--- src/rtl/rtc_cal_pkg.sv ---
package rtc_cal_pkg;
  localparam int CAL_MAG_W = 5;
  localparam int CAL_W     = CAL_MAG_W + 1;

  typedef enum logic [1:0] {
    ADJ_NONE = 2'd0,
    ADJ_FAST = 2'd1,
    ADJ_SLOW = 2'd2
  } adj_e;
endpackage

--- src/rtl/rtc_pre_div.sv ---
module rtc_pre_div #(
  parameter int PRE_DIV = 128
) (
  input  logic clk,
  input  logic rst_n,
  input  logic run,
  output logic strobe,
  output logic half_bit
);
  localparam int PW = $clog2(PRE_DIV);
  localparam logic [PW-1:0] LAST = PW'(PRE_DIV - 1);

  logic [PW-1:0] cnt_q, cnt_d;

  always_comb begin
    cnt_d = cnt_q;
    if (run) begin
      if (cnt_q == LAST) cnt_d = '0;
      else               cnt_d = cnt_q + 1'b1;
    end
  end

  always_ff @(posedge clk or negedge rst_n) begin
    if (!rst_n) cnt_q <= '0;
    else        cnt_q <= cnt_d;
  end

  assign strobe   = run && (cnt_q == LAST);
  assign half_bit = cnt_q[PW-2];
endmodule

--- src/rtl/rtc_sec_div.sv ---
module rtc_sec_div
  import rtc_cal_pkg::*;
#(
  parameter int SUB_DIV = 256
) (
  input  logic clk,
  input  logic rst_n,
  input  logic strobe,
  input  adj_e adj,
  output logic tick_raw
);
  localparam int SW = $clog2(SUB_DIV + 1);
  localparam logic [SW-1:0] TERM_NONE = SW'(SUB_DIV - 1);
  localparam logic [SW-1:0] TERM_FAST = SW'(SUB_DIV - 3);
  localparam logic [SW-1:0] TERM_SLOW = SW'(SUB_DIV);

  logic [SW-1:0] cnt_q, cnt_d, term;

  always_comb begin
    unique case (adj)
      ADJ_FAST: term = TERM_FAST;
      ADJ_SLOW: term = TERM_SLOW;
      default:  term = TERM_NONE;
    endcase
  end

  assign tick_raw = strobe && (cnt_q == term);

  always_comb begin
    cnt_d = cnt_q;
    if (strobe) begin
      if (tick_raw) cnt_d = '0;
      else          cnt_d = cnt_q + 1'b1;
    end
  end

  always_ff @(posedge clk or negedge rst_n) begin
    if (!rst_n) cnt_q <= '0;
    else        cnt_q <= cnt_d;
  end
endmodule

--- src/rtl/rtc_cycle_pos.sv ---
module rtc_cycle_pos
  import rtc_cal_pkg::*;
#(
  parameter int SEC_PER_MIN = 60,
  parameter int CYCLE_MIN   = 64
) (
  input  logic                           clk,
  input  logic                           rst_n,
  input  logic                           tick_raw,
  input  logic [CAL_W-1:0]               cal_in,
  output adj_e                           adj,
  output logic [$clog2(SEC_PER_MIN)-1:0] sec_idx,
  output logic [$clog2(CYCLE_MIN)-1:0]   min_idx
);
  localparam int SW = $clog2(SEC_PER_MIN);
  localparam int MW = $clog2(CYCLE_MIN);
  localparam logic [SW-1:0] SEC_LAST = SW'(SEC_PER_MIN - 1);
  localparam logic [MW-1:0] MIN_LAST = MW'(CYCLE_MIN - 1);

  logic [SW-1:0]    sec_q, sec_d;
  logic [MW-1:0]    min_q, min_d;
  logic [CAL_W-1:0] cal_q, cal_d;
  logic             primed_q;
  logic             sec_wrap, cyc_wrap, load;
  logic [CAL_MAG_W:0] span;

  assign sec_wrap = tick_raw && (sec_q == SEC_LAST);
  assign cyc_wrap = sec_wrap && (min_q == MIN_LAST);
  assign load     = !primed_q || cyc_wrap;

  always_comb begin
    sec_d = sec_q;
    min_d = min_q;
    cal_d = cal_q;
    if (tick_raw) sec_d = sec_wrap ? '0 : sec_q + 1'b1;
    if (sec_wrap) min_d = cyc_wrap ? '0 : min_q + 1'b1;
    if (load)     cal_d = cal_in;
  end

  always_ff @(posedge clk or negedge rst_n) begin
    if (!rst_n) begin
      sec_q    <= '0;
      min_q    <= '0;
      cal_q    <= '0;
      primed_q <= 1'b0;
    end else begin
      sec_q    <= sec_d;
      min_q    <= min_d;
      cal_q    <= cal_d;
      primed_q <= 1'b1;
    end
  end

  assign span = {cal_q[CAL_MAG_W-1:0], 1'b0};

  always_comb begin
    adj = ADJ_NONE;
    if ((sec_q == '0) && ((MW+1)'(min_q) < (MW+1)'(span)))
      adj = cal_q[CAL_MAG_W] ? ADJ_FAST : ADJ_SLOW;
  end

  assign sec_idx = sec_q;
  assign min_idx = min_q;
endmodule

--- src/rtl/rtc_cal_prescaler.sv ---
module rtc_cal_prescaler
  import rtc_cal_pkg::*;
#(
  parameter int PRE_DIV     = 128,
  parameter int SUB_DIV     = 256,
  parameter int SEC_PER_MIN = 60,
  parameter int CYCLE_MIN   = 64
) (
  input  logic                           clk_osc,
  input  logic                           rst_osc_n,
  input  logic                           stop_i,
  input  logic [CAL_W-1:0]               cal_i,
  input  logic                           ft_en_i,
  input  logic                           irq_en_i,
  output logic                           tick_1hz_o,
  output logic                           ft_512_o,
  output logic [$clog2(CYCLE_MIN)-1:0]   min_idx_o,
  output logic [$clog2(SEC_PER_MIN)-1:0] sec_idx_o
);
  logic [1:0] rst_pipe_q;
  logic       rst_sync_n;
  logic       run, strobe, half_bit, tick_raw, tick_q;
  adj_e       adj;

  always_ff @(posedge clk_osc or negedge rst_osc_n) begin
    if (!rst_osc_n) rst_pipe_q <= 2'b00;
    else            rst_pipe_q <= {rst_pipe_q[0], 1'b1};
  end
  assign rst_sync_n = rst_pipe_q[1];

  assign run = !stop_i;

  rtc_pre_div #(.PRE_DIV(PRE_DIV)) u_pre (
    .clk(clk_osc), .rst_n(rst_sync_n), .run(run),
    .strobe(strobe), .half_bit(half_bit)
  );

  rtc_sec_div #(.SUB_DIV(SUB_DIV)) u_sec (
    .clk(clk_osc), .rst_n(rst_sync_n), .strobe(strobe),
    .adj(adj), .tick_raw(tick_raw)
  );

  rtc_cycle_pos #(.SEC_PER_MIN(SEC_PER_MIN), .CYCLE_MIN(CYCLE_MIN)) u_pos (
    .clk(clk_osc), .rst_n(rst_sync_n), .tick_raw(tick_raw), .cal_in(cal_i),
    .adj(adj), .sec_idx(sec_idx_o), .min_idx(min_idx_o)
  );

  always_ff @(posedge clk_osc or negedge rst_sync_n) begin
    if (!rst_sync_n) tick_q <= 1'b0;
    else             tick_q <= tick_raw;
  end

  assign tick_1hz_o = tick_q;
  assign ft_512_o   = ft_en_i && !irq_en_i && half_bit;
endmodule

--- config.mk ---
export PLATFORM = sky130hd
export DESIGN_NAME = rtc_cal_prescaler
export DESIGN_NICKNAME = d
export VERILOG_FILES = /design/src/rtl/rtc_cal_pkg.sv /design/src/rtl/rtc_pre_div.sv /design/src/rtl/rtc_sec_div.sv /design/src/rtl/rtc_cycle_pos.sv /design/src/rtl/rtc_cal_prescaler.sv
export SDC_FILE = /design/constraint.sdc
export NUM_CORES = 1
export LEC_CHECK = 0
export CAP_MARGIN = 20
export CELL_PAD_IN_SITES_DETAIL_PLACEMENT = 1
export CELL_PAD_IN_SITES_GLOBAL_PLACEMENT = 1
export CORE_MARGIN = 5
export CORE_UTILIZATION = 43
export DETAILED_ROUTE_END_ITERATION = 6
export PLACE_DENSITY_LB_ADDON = 0.3
export SYNTH_ARGS = -nofsm -noshare
export SYNTH_HDL_FRONTEND = slang
export SYNTH_SLANG_ARGS = --single-unit
--- constraint.sdc ---
create_clock -name clk_osc -period 1.5 [get_ports clk_osc]
set_input_delay 0.3 -clock clk_osc [delete_from_list [all_inputs] [get_ports clk_osc]]
set_output_delay 0.3 -clock clk_osc [all_outputs]
set_load 0.03 [all_outputs]
Word-level counts from Yosys, hierarchy flattened
Index checks and enable logic that the tools add are counted.
{"block": "op_classes", "add_sub_neg": 4, "magnitude_cmp": 1, "eq_ne": 6, "mux": 7, "n_reduce_logical": 12}
{"op": "$pmux 9 s2", "n": 1}
{"op": "$add 6x1->6 const B", "n": 2}
{"op": "$eq 6x6->1 const B", "n": 2}
{"op": "$mux 6", "n": 2}
{"op": "$add 9x1->9 const B", "n": 1}
{"op": "$eq 9x9->1", "n": 1}
{"op": "$mux 9", "n": 1}
{"op": "$add 7x1->7 const B", "n": 1}
{"op": "$eq 7x7->1 const B", "n": 1}
{"op": "$logic_and 1x1->1", "n": 7}
{"op": "$mux 7", "n": 1}
{"op": "$logic_not 6->1", "n": 1}
{"op": "$lt 6x6->1", "n": 1}
{"op": "$mux 2", "n": 2}
{"op": "$logic_not 1->1", "n": 3}
{"op": "$eq 2x1->1 const B", "n": 1}
{"op": "$eq 2x2->1 const B", "n": 1}
{"op": "$logic_or 1x1->1", "n": 1}
{"block": "word_totals", "ff_bits": 38, "inputBits": 11, "out_inout_bits": 14, "elab_cells": 38}

Depth between registers and ports, before layout
{"block": "logic_depth", "word_depth": 10, "ltp_mapped": 9, "mapped_depth_nobuf": 9}

Modules after synthesis
A second synthesis with hierarchy kept.
{"block": "hier_totals", "hier_cells": 185, "hier_area_um2": 2005.7}
{"module": "rtc_cycle_pos", "instances": 1, "cells_each": 96, "area_per_inst_um2": 1049.8, "seq_area_each_um2": 475.5}
{"module": "rtc_sec_div", "instances": 1, "cells_each": 49, "area_per_inst_um2": 519.2, "seq_area_each_um2": 225.2}
{"module": "rtc_pre_div", "instances": 1, "cells_each": 34, "area_per_inst_um2": 345.3, "seq_area_each_um2": 175.2}
{"module": "rtc_cal_prescaler", "instances": 1, "cells_each": 6, "area_per_inst_um2": 91.3, "seq_area_each_um2": 75.1}

Worst setup path before layout
No wires, ideal clock.
{"block": "synth_timing", "path_type": "register -> register", "start": "register u_pos.min_q[3], in the netlist u_pos.min_idx[3]", "end": "register u_pos.min_q[0], in the netlist u_pos.min_idx[0]", "setup_time_ns": 0.125, "t_arrival_ns": 2.127, "required_ns": 1.375, "setup_slack_ns": -0.752, "path_stages_with_launch": 9, "n_path_buf": 1, "synth_period_minus_slack_ns": 2.252, "cell_sequence": "dfrtp_1 -> ha_1 -> a21oi_1 -> o21ai_1 -> a31oi_4 -> mux2i_1 -> buf_4 -> nand2_2 -> mux2_4"}
{"block": "synth_between", "elab_chain_len": 10, "elab_cells_between_ends": 12, "classes_between": "order compare: 1; eq/ne: 4; mux: 3; reduce/logical: 4"}
{"item": "start: declaration", "line_no": "rtc_cycle_pos.sv:21", "source": "logic [MW-1:0] min_q, min_d;"}
{"item": "start signal: assignment", "line_no": "rtc_cycle_pos.sv:48", "source": "min_q <= min_d;"}
{"item": "$lt 6x6->1", "line_no": "rtc_cycle_pos.sv:58", "source": "if ((sec_q == '0) && ((MW+1)'(min_q) < (MW+1)'(span)))"}
{"item": "$logic_and 1x1->1", "line_no": "rtc_cycle_pos.sv:58"}
{"item": "$mux 2", "line_no": "rtc_cycle_pos.sv:58"}
{"item": "$eq 2x2->1 or $eq 2x1->1 (tied branches)", "line_no": "rtc_sec_div.sv:20", "source": "unique case (adj)"}
{"item": "$pmux 9 s2", "line_no": "rtc_sec_div.sv:20"}
{"item": "$eq 9x9->1", "line_no": "rtc_sec_div.sv:27", "source": "assign tick_raw = strobe && (cnt_q == term);"}
{"item": "$logic_and 1x1->1", "line_no": "rtc_sec_div.sv:27"}
{"item": "$logic_and 1x1->1", "line_no": "rtc_cycle_pos.sv:27", "source": "assign sec_wrap = tick_raw && (sec_q == SEC_LAST);"}
{"item": "$logic_and 1x1->1", "line_no": "rtc_cycle_pos.sv:28", "source": "assign cyc_wrap = sec_wrap && (min_q == MIN_LAST);"}
{"item": "$mux 6", "line_no": "rtc_cycle_pos.sv:36", "source": "if (sec_wrap) min_d = cyc_wrap ? '0 : min_q + 1'b1;"}
Parallel ways exist; a longest one is shown, timed or not.
A chain may end at the register's enable or synchronous reset.

Final worst setup path
{"block": "layout_timing", "start": "register u_pos.cal_q[4]", "end": "register u_pos.sec_q[3], in the netlist u_pos.sec_idx[3]"}
{"block": "layout_between", "elab_chain_len": 9, "elab_cells_between_ends": 10, "classes_between": "order compare: 1; eq/ne: 3; mux: 3; reduce/logical: 3"}
{"item": "start: declaration", "line_no": "rtc_cycle_pos.sv:22", "source": "logic [CAL_W-1:0] cal_q, cal_d;"}
{"item": "start signal: assignment", "line_no": "rtc_cycle_pos.sv:49", "source": "cal_q <= cal_d;"}
{"item": "$lt 6x6->1 (*)", "line_no": "rtc_cycle_pos.sv:58"}
{"item": "$logic_and 1x1->1 (*)", "line_no": "rtc_cycle_pos.sv:58"}
{"item": "$mux 2 (*)", "line_no": "rtc_cycle_pos.sv:58"}
{"item": "$eq 2x2->1 or $eq 2x1->1 (tied branches)", "line_no": "rtc_sec_div.sv:20"}
{"item": "$pmux 9 s2 (*)", "line_no": "rtc_sec_div.sv:20"}
{"item": "$eq 9x9->1 (*)", "line_no": "rtc_sec_div.sv:27"}
{"item": "$logic_and 1x1->1 (*)", "line_no": "rtc_sec_div.sv:27"}
{"item": "$logic_and 1x1->1", "line_no": "rtc_cycle_pos.sv:27"}
{"item": "$mux 6", "line_no": "rtc_cycle_pos.sv:35", "source": "if (tick_raw) sec_d = sec_wrap ? '0 : sec_q + 1'b1;"}
{"item": "end signal: assignment", "line_no": "rtc_cycle_pos.sv:42", "source": "sec_q <= '0;"}
{"item": "end signal: assignment", "line_no": "rtc_cycle_pos.sv:47", "source": "sec_q <= sec_d;"}
{"item": "end: declaration", "line_no": "rtc_cycle_pos.sv:20", "source": "logic [SW-1:0] sec_q, sec_d;"}
Every way passes the cells marked *; elsewhere a longest branch is shown, timed or not.

==> impl_metrics.yaml <==
critical_path:
  crit_fanout: 5
  regToRegStartpoint: "u_pos.cal_q[4]"
  start_kind: "register"
  critPathKind: "reg -> reg"
  reg2reg_slack_ps: -890
  r2r-end: "u_pos.sec_idx[3]"
  arrival_ps: 2620
  critPathCaptureType: "register"
  rr_worst_depth: 11
  worstPathRequired_ps: 1730
floorplanning:
  num_rows: 25
  core_sq_mm: 0.00463
  dieArea_sq_mm: 0.00618
  start_util_pct: 43.7
  die_x_um: 78.6
  fp.dieH_um: 78.6
  ios: 25
synth:
  ys_seq_elements: 38
  synth_largest_area_cell: "dfrtp_1"
  synth_top_area_share_pct: 47.0
  yosys-top-cells-count: "dfrtp_1, nand2_1, nor2_1, nand3_1, ha_1"
  synth_edf_count: 0
  syn_area_sq_mm: 0.00202
  async_reset_ff_share_pct: 100
  yosysMostFrequentCell: "dfrtp_1"
  ys_warn_count: 0
  yosysSeqAreaShare_pct: 47.0
  syn_inst: 186
  ys_top_cells_by_area: "dfrtp_1, mux2_4, ha_1, xor2_1, nand2_1"
  synth-main-ff-cell: "dfrtp_1"
  ys_types: 42
  syn_area_per_cell_sq_um: 10.9
route:
  antenna_left: 0
  vias: 1973
  wl_mm: 8.36
  drcViolationCount: 0
  drtIter0Drc: 146
  drt-vias-per-instance: 5.82
  wl_per_cell_um: 24.7
  dr.pass1.iters: 4
placement:
  dp_hpwl_mm: 4.75
  place_area_sq_mm: 0.00276
  dp_cells: 317
  place_congestion: 0.848
  portBuffers: 24
pwr:
  power_mw: 2.60
  netSwitchingFraction_pct: 28.9
  power.share.clock_pct: 29.5
  power_density_mw_per_mm2: 822
  p_sw_mw: 0.752
  internal_power_mw: 1.85
  sequentialPowerShare_pct: 46.9
  p_leak_nw: 1.54
  comb_power_share_pct: 23.6
  ir_worst_vdd_mv: 0.763
sta:
  finalSetupViolations: 28
  fin_ws_ps: -888
  fin_tns_setup_ps: -21100
  hold_ws_ps: 150
  timing.final.crit_period_ps: 2390
  hold_violations: 0
  rsz0062_at_grt: "true"
  skew_ps: 3.53
  slew_violations: 0
  max_freq_mhz: 419
  period_share_pct: 159
finish:
  antenna_cells: 0
  area_growth_pct: 56.2
  num-fill-cells: 483
  nets: 304
  fin_cells: 339
  final_cell_area_sq_mm: 0.00316
  drive_gt1_share_pct: 52.6
global_route:
  grt_max_degree: 37
  first_global_vias: 2137
  antenna_found_initial: 0
  grt_overflow_total: 0
  grt_pass1_wl_mm: 11.1
  grt_usage_pct: 24.1
clock_tree:
  clock_latency_ps: 300
  root_buffer: "clkbuf_8"
  cts_tree: "done"
  clk_pin_slew_ps: 80
  clock_sinks: 38
  clockBufferDepth: 2
  numCtsBuffers: 5
  cts_hold_buf: 0
  htree_levels: 2
outcome:
  status: "finished, violations left"
  violations: "setup timing"
run:
  drv_cap: 0
min_path:
  holdCritPathClass: "in -> async"
==> layout make-up <==
cell class / instances / area [sq um] / share of cell area [%]
Multi-Input combinational cell: 138 / 1250 / 39.6
Clock buffer: 7 / 86.3 / 2.73
Clock inverter: 1 / 5.00 / 0.158
Tap cell: 54 / 67.6 / 2.14
Sequential cell: 38 / 958 / 30.3
Inverter: 7 / 28.8 / 0.911
Timing Repair Buffer: 94 / 763 / 24.1
==> worst max-delay path: stages (launching register included) <==
cell and delay [ps]:
dfrtp_1 410, inv_2 80, ha_4 170, nor4b_4 270, nand3_2 130, a31oi_4 290, mux2i_2 310, buf_6 180
buf_4 130, buf_6 100, nand3b_1 130, nand2_2 130
==> worst max-delay path by stage <==
stage / endpoint / start / slack [ps]
floorplan: u_pos.min_idx[0] / u_pos.sec_idx[3] / -610
global placement: u_pos.sec_idx[2] / stop_i / -690
detailed placement: u_pos.sec_idx[2] / stop_i / -870
CTS: u_pos.min_idx[0] / u_pos.cal_q[4] / -710
global route: u_pos.sec_idx[1] / u_pos.cal_q[4] / -940
finish: u_pos.sec_idx[3] / u_pos.cal_q[4] / -890
==> sequential cells by signal (all words and copies together) (netlist names) <==
| register | flops |
|---|---|
| u_pos.sec_idx | 6 |
| u_pos.min_idx | 6 |
| tick_1hz_o | 1 |
| u_pos.primed_q | 1 |
| u_pre.cnt_q | 7 |
| u_pos.cal_q | 6 |
| u_sec.cnt_q | 9 |
| rst_pipe_q | 2 |
==> layer usage <==
metal / GRT usage [%] / up-vias / wire length [um] / part of all wire [%]
li1: - / 850 / - / -
met1: 25.6 / 1016 / 3150 / 38
met2: 45.1 / 76 / 4370 / 52
met3: 5.62 / 31 / 406 / 4.9
met4: 9.79 / 0 / 430 / 5.1
met5: 0 / - / 0 / 0
==> timing repair <==
| item | 4_1_cts | 5_1_grt |
|---|---|---|
| buffers inserted | 7 | 11 |
| setup endpoints to repair | 38 | 35 |
| resized for setup | 56 | 34 |
| pin swaps | 11 | 9 |
==> stage by stage <==
| stage | worst slack, ps | utilization [%] |
|---|---|---|
| final | -888 | 68.3 |
| after global routing | -936 | 68.3 |
| after CTS | -707 | 65.0 |
| after detailed placement | -869 | 59.6 |
| after global placement | -692 | 59.6 |
| after floorplan | -615 | - |
==> cells by family (layout without fill, tap and decap cells) <==
logic type | after synthesis | count (layout) | synth area share (%)
buf+inv | 11 | 109 | 2.78
simple gates | 76 | 76 | 20.5
compound gates | 23 | 23 | 8.66
xor+xnor | 14 | 14 | 6.06
mux | 14 | 14 | 9.28
other cells | 1 | 2 | 0.185
fa+ha+maj | 9 | 9 | 5.57
flops | 38 | 38 | 47.0
==> placed cells by master (no fill, tap or decap), drive strengths merged, types with 5 or more instances in the layout <==
cell	netlist	routed
buf	3	77
o21ai	9	9
clkbuf	1	11
nand3	11	11
o31ai	5	5
and3	7	7
nand4	6	6
nor2	15	15
mux2	11	11
xor2	8	8
ha	9	9
clkdlybuf4s50	0	10
nand2	18	18
dfrtp	38	38
inv	7	7
xnor2	6	6
==> power groups by stage <==
stage | combinational, mW | clock, mW | sequential, mW
after global routing | 0.659 | 0.819 | 1.23
after global placement | 0.470 | 0 | 1.21
after detailed placement | 0.521 | 0 | 1.23
final | 0.613 | 0.767 | 1.22
after CTS | 0.543 | 0.759 | 1.21
after floorplan | 0.216 | 0 | 1.24
Note: power is estimated with default switching activity, not from simulation.
